==> config.mk <==
export PLATFORM = sky130hd
export DESIGN_NAME = lbic_top
export DESIGN_NICKNAME = d
export VERILOG_FILES = /design/src/rtl/lbic_pkg.sv /design/src/rtl/lbic_sync.sv /design/src/rtl/lbic_encode.sv /design/src/rtl/lbic_regs.sv /design/src/rtl/lbic_top.sv
export SDC_FILE = /design/constraint.sdc
export NUM_CORES = 1
export LEC_CHECK = 0
export BUFFER_PORTS_ARGS = -buffer_cell sky130_fd_sc_hd__buf_4
export CAP_MARGIN = 15
export CORE_MARGIN = 10
export CORE_UTILIZATION = 46
export DETAILED_ROUTE_END_ITERATION = 16
export PLACE_DENSITY = 0.75
export SYNTH_ARGS = -nofsm -noshare
export SYNTH_HDL_FRONTEND = slang
export SYNTH_HIERARCHICAL = 1
export SYNTH_SLANG_ARGS = --single-unit
export TNS_END_PERCENT = 20
==> constraint.sdc <==
create_clock -name clk -period 1.5 [get_ports clk]
set_input_delay 0.225 -clock clk [delete_from_list [all_inputs] [get_ports clk]]
set_output_delay 0.225 -clock clk [all_outputs]
set_load 0.05 [all_outputs]
==> src/rtl/lbic_pkg.sv <==
package lbic_pkg;
  localparam int VEC_OFFSET  = 'h000;
  localparam int MASK_OFFSET = 'h002;
endpackage

==> src/rtl/lbic_sync.sv <==
module lbic_sync #(
  parameter int NLINES = 16
) (
  input  logic              clk,
  input  logic              rst,
  input  logic [NLINES-1:0] lines_in,
  output logic [NLINES-1:0] src_q
);
  logic [NLINES-1:0] meta_q;

  for (genvar g = 0; g < NLINES; g++) begin : g_line
    always_ff @(posedge clk) begin
      if (rst) begin
        meta_q[g] <= 1'b0;
        src_q[g]  <= 1'b0;
      end else begin
        meta_q[g] <= lines_in[g];
        src_q[g]  <= meta_q[g];
      end
    end
  end

  logic [1:0] age_q;
  always_ff @(posedge clk) begin
    if (rst) age_q <= '0;
    else if (age_q != 2'd2) age_q <= age_q + 2'd1;
  end

  AST_SYNC_DELAY: assert property (@(posedge clk) disable iff (rst)
    (age_q == 2'd2) |-> (src_q == $past(lines_in, 2)));
endmodule

==> src/rtl/lbic_encode.sv <==
module lbic_encode #(
  parameter int NLINES = 16,
  parameter int DATA_W = 16
) (
  input  logic [NLINES-1:0] pend,
  output logic [DATA_W-1:0] vec
);
  always_comb begin
    vec = '0;
    for (int i = NLINES - 1; i >= 0; i--) begin
      if (pend[i]) vec = DATA_W'((i + 1) << 2);
    end
  end
endmodule

==> src/rtl/lbic_regs.sv <==
module lbic_regs
  import lbic_pkg::*;
#(
  parameter int                NLINES   = 16,
  parameter int                DATA_W   = 16,
  parameter int                ADDR_W   = 12,
  parameter logic [NLINES-1:0] MASK_RST = NLINES'(16'h0010)
) (
  input  logic              clk,
  input  logic              rst,
  input  logic              wr_en,
  input  logic [ADDR_W-1:0] wr_addr,
  input  logic [DATA_W-1:0] wr_data,
  input  logic              rd_en,
  input  logic [ADDR_W-1:0] rd_addr,
  input  logic [DATA_W-1:0] vec,
  output logic [NLINES-1:0] mask_q,
  output logic [DATA_W-1:0] rd_data
);
  localparam logic [ADDR_W-1:0] VEC_A  = ADDR_W'(VEC_OFFSET);
  localparam logic [ADDR_W-1:0] MASK_A = ADDR_W'(MASK_OFFSET);

  logic mask_wr;
  assign mask_wr = wr_en && (wr_addr == MASK_A);

  always_ff @(posedge clk) begin
    if (rst) mask_q <= MASK_RST;
    else if (mask_wr) mask_q <= wr_data[NLINES-1:0];
  end

  logic [DATA_W-1:0] rd_mux;
  always_comb begin
    rd_mux = '0;
    if (rd_addr == VEC_A) rd_mux = vec;
    else if (rd_addr == MASK_A) rd_mux = DATA_W'(mask_q);
  end

  always_ff @(posedge clk) begin
    if (rst || !rd_en) rd_data <= '0;
    else rd_data <= rd_mux;
  end

  AST_RESET_STATE: assert property (@(posedge clk)
    $past(rst) |-> (mask_q == MASK_RST && rd_data == '0));
  AST_MASK_WRITE: assert property (@(posedge clk) disable iff (rst)
    mask_wr |=> (mask_q == $past(wr_data[NLINES-1:0])));
  AST_MASK_HOLD: assert property (@(posedge clk) disable iff (rst)
    !mask_wr |=> $stable(mask_q));
  AST_IDLE_READ: assert property (@(posedge clk) disable iff (rst)
    !rd_en |=> (rd_data == '0));
endmodule

==> src/rtl/lbic_top.sv <==
module lbic_top
  import lbic_pkg::*;
#(
  parameter int NLINES = 16,
  parameter int DATA_W = 16,
  parameter int ADDR_W = 12
) (
  input  logic              clk,
  input  logic              rst,
  input  logic [NLINES-1:0] irq_lines,
  input  logic              wr_en,
  input  logic [ADDR_W-1:0] wr_addr,
  input  logic [DATA_W-1:0] wr_data,
  input  logic              rd_en,
  input  logic [ADDR_W-1:0] rd_addr,
  output logic [DATA_W-1:0] rd_data,
  output logic              irq_out
);
  logic [NLINES-1:0] src_q;
  logic [NLINES-1:0] mask_q;
  logic [NLINES-1:0] pend;
  logic [DATA_W-1:0] vec;

  lbic_sync #(.NLINES(NLINES)) u_sync (
    .clk(clk), .rst(rst), .lines_in(irq_lines), .src_q(src_q)
  );

  assign pend    = src_q & mask_q;
  assign irq_out = |pend;

  lbic_encode #(.NLINES(NLINES), .DATA_W(DATA_W)) u_enc (
    .pend(pend), .vec(vec)
  );

  lbic_regs #(.NLINES(NLINES), .DATA_W(DATA_W), .ADDR_W(ADDR_W)) u_regs (
    .clk(clk), .rst(rst),
    .wr_en(wr_en), .wr_addr(wr_addr), .wr_data(wr_data),
    .rd_en(rd_en), .rd_addr(rd_addr), .vec(vec),
    .mask_q(mask_q), .rd_data(rd_data)
  );

  AST_IRQ_VS_VEC: assert property (@(posedge clk) disable iff (rst)
    irq_out == (vec != '0));
  AST_VEC_READ: assert property (@(posedge clk) disable iff (rst)
    (rd_en && rd_addr == ADDR_W'(VEC_OFFSET)) |=> (rd_data == $past(vec)));
endmodule

==> flow_summary.json <==
{
  "initial_core_util": 0.4713,
  "postCtsSetupBuffers": 0,
  "reg2regPathDepth": 8,
  "synth_enable_flop_cells": 0,
  "layout.nets": 427,
  "drcViolationCount": 0,
  "total_power_mw": 3.943,
  "clock.fmax_ghz": 0.4394,
  "die_h_um": 95.11,
  "cts_hold_buf": 0,
  "drive_above_1_share": 0.3602,
  "skew_ns": 0.007984,
  "synth-seq-cells": 64,
  "die_w_um": 95.11,
  "grt_antenna_before_repair": 0,
  "setup_tns_ns": -0.9007,
  "synth-async-reset-ratio": 0,
  "clock-root-buffer": "clkbuf_8",
  "wl_met1_um": 2427,
  "p_leak_nw": 1.667,
  "hold_path_startpoint": "irq_lines[4]",
  "clkTransAtPathRegs_ns": 0.07,
  "ant_nets": 0,
  "placed_area_um2": 3400,
  "crit_fanout": 2,
  "rows": 27,
  "grt_setup_unrepaired": "yes",
  "synth_cell_types": 32,
  "reg2reg_from": "u_regs/mask_q[14]$_SDFFE_PP0P_",
  "start_kind": "flop",
  "clock_path_buffers": 2,
  "wl_per_cell_um": 13.39,
  "fp.dieArea_um2": 9046,
  "yosys-top-cells-count": "dfxtp_1 (64), mux2i_1 (32), nor2b_1 (32)",
  "end_kind": "primary output",
  "outcome": "complete, but fails checks",
  "dr.max_layer_used": "met4",
  "hp-class": "input port to flop",
  "period_share": 1.517,
  "setup_viol": 4,
  "slowest_stage": "or4_4",
  "first_iter_violations": 134,
  "viasPerCell": 4.637,
  "synth_cells": 261,
  "yosysTopAreaCell": "dfxtp_1",
  "ys_seq_area_frac": 0.4937,
  "met3_wirelength_um": 369,
  "drv_cap": 0,
  "synth_area_leaders": "dfxtp_1 (49%), mux2i_1 (12%), nor2b_1 (7.7%), nand2b_1 (7.2%), buf_4 (4.1%)",
  "synth_ff_type": "dfxtp_1",
  "vias": 2059,
  "ir_drop_mv": 0.6255,
  "antenna_cells": 0,
  "core_um2": 5507,
  "synth_area_um2": 2595,
  "required_ns": 1.27,
  "grt_usage": 0.1309,
  "tritoncts": "done",
  "hold_depth": 2,
  "setup_ws_ns": -0.7756,
  "area_growth_pct": 42.96,
  "failed_checks": "negative setup slack",
  "grt_first_pass_wirelength_um": 9384,
  "yosysMostFrequentCell": "dfxtp_1",
  "fin_hold_ws_ns": 0.09150,
  "period_minus_slack_ns": 2.276,
  "pin_count": 77,
  "grt-ovfl-total": 0,
  "worstPathCellList": "and2_4 > or4_1 > or4_4 > buf_6",
  "clk_latency_ns": 0.34,
  "wl_met2_um": 3011,
  "firstDrtPassIters": 4,
  "fin_area_um2": 3710,
  "holdPathEnd": "u_sync/meta_q[4]$_SDFF_PP0_",
  "synth.yosys.warnings": 6,
  "finalMaxSlewViolations": 0,
  "routed_wl_um": 5944,
  "finalWeightedCongestion": 0.8750,
  "dp_hpwl_um": 4397,
  "rrSetupSlack_ns": -0.09,
  "ctsHtreeMaxLevel": 3,
  "crit_type": "flop to primary output",
  "hold_viol_final": 0,
  "io_buffers": 76,
  "grt_max_degree": 45,
  "powerDensity_nw_per_um2": 1063,
  "netlist.area_leader.share": 0.4937,
  "critPathArrivalTime_ns": 2.05,
  "timing.critical_path.slowest_cell_delay_ns": 0.56,
  "cts_inserted_buffers": 9,
  "r2r-end": "u_regs/rd_data[2]$_SDFF_PP0_",
  "syn_avg_cell_area_um2": 9.942,
  "grt_pass1_vias": 2067,
  "cts.sink_count": 64
}
==> state kept, by name (all words and copies together) (netlist names) <==
| register | flops |
|---|---|
| u_regs/rd_data | 16 |
| u_sync/meta_q | 16 |
| u_regs/mask_q | 16 |
| u_sync/src_q | 16 |
==> routing by layer <==
metal	vias to the layer above	GRT usage
li1	1046	-
met1	941	0.1502
met2	60	0.2182
met3	12	0.03535
met4	0	0.06858
met5	-	0
==> kinds of logic (layout without fill, tap and decap cells) <==
group | count (synthesis) | after routing | share of synthesized area
simple gates | 129 | 129 | 0.2907
flops | 64 | 64 | 0.4937
mux | 32 | 32 | 0.1234
buf+inv | 26 | 127 | 0.06846
compound gates | 9 | 9 | 0.02218
other cells | 1 | 11 | 0.001445
==> power by group <==
group | leakage (nW) | internal (mW) | total (mW) | switching [mW]
clock network | 0.126 | 1.27 | 1.94 | 0.670
logic | 1.02 | 0.165 | 0.253 | 0.0876
registers | 0.522 | 1.74 | 1.75 | 0.00804
==> worst max-delay path by stage <==
stage / from / end / slack, ns
CTS: u_sync/src_q[10]$_SDFF_PP0_ / irq_out / -0.79
finish: u_regs/mask_q[10]$_SDFFE_PP0P_ / irq_out / -0.78
global placement: u_sync/src_q[10]$_SDFF_PP0_ / irq_out / -0.42
global route: u_regs/mask_q[10]$_SDFFE_PP0P_ / irq_out / -0.81
floorplan: u_regs/mask_q[10]$_SDFFE_PP0P_ / irq_out / -0.31
detailed placement: u_sync/src_q[10]$_SDFF_PP0_ / irq_out / -0.45
==> cells in the final DEF, fill, tap and decap left out, drive strengths merged <==
cell type,Yosys,routed
clkbuf,3,9
a2111oi,1,1
and4,2,2
nand4,1,1
conb,1,11
o31ai,1,1
o41ai,1,1
dfxtp,64,64
nand2b,30,30
bufinv,0,4
mux2i,32,32
a21oi,3,3
nor3,3,3
nand2,3,3
and3,1,1
inv,4,4
nor4,5,5
o21ai,2,2
nor4b,2,2
nor2b,32,32
and2,17,17
clkinvlp,0,2
nor3b,1,1
a211oi,1,1
nor2,27,27
buf,19,107
clkinv,0,1
or4,5,5
==> per-stage QoR <==
| step | setup slack [ns] | utilization | cells |
|---|---|---|---|
| global placement | -0.4236 | 0.6174 | 428 |
| CTS | -0.7857 | 0.6696 | 444 |
| detailed placement | -0.4480 | 0.6174 | 428 |
| finish | -0.7756 | 0.6737 | 444 |
| global route | -0.8064 | 0.6737 | 444 |
| floorplan | -0.3120 | - | 271 |
==> timing repair <==
action                     in CTS  in global routing
gates resized for setup         4                  4
pin swaps                       0                  1
setup endpoints to repair       5                  6
==> worst max-delay path, delay by kind of cell (launching register included) <==
family | cells | cell delay (ns)
flops | 1 | 0.31
buf+inv | 1 | 0.17
simple gates | 3 | 1.22
==> area by class of cell <==
cell class | instances | area [µm²]
Fill cell | 451 | 1797
Sequential cell | 64 | 1281
Multi-Input combinational cell | 181 | 1224
Timing Repair Buffer | 107 | 832.0
Clock inverter | 7 | 143.9
Clock buffer | 9 | 123.9
Tap cell | 72 | 90.09
Inverter | 4 | 15.01
Power figures use the tool's default switching activity.
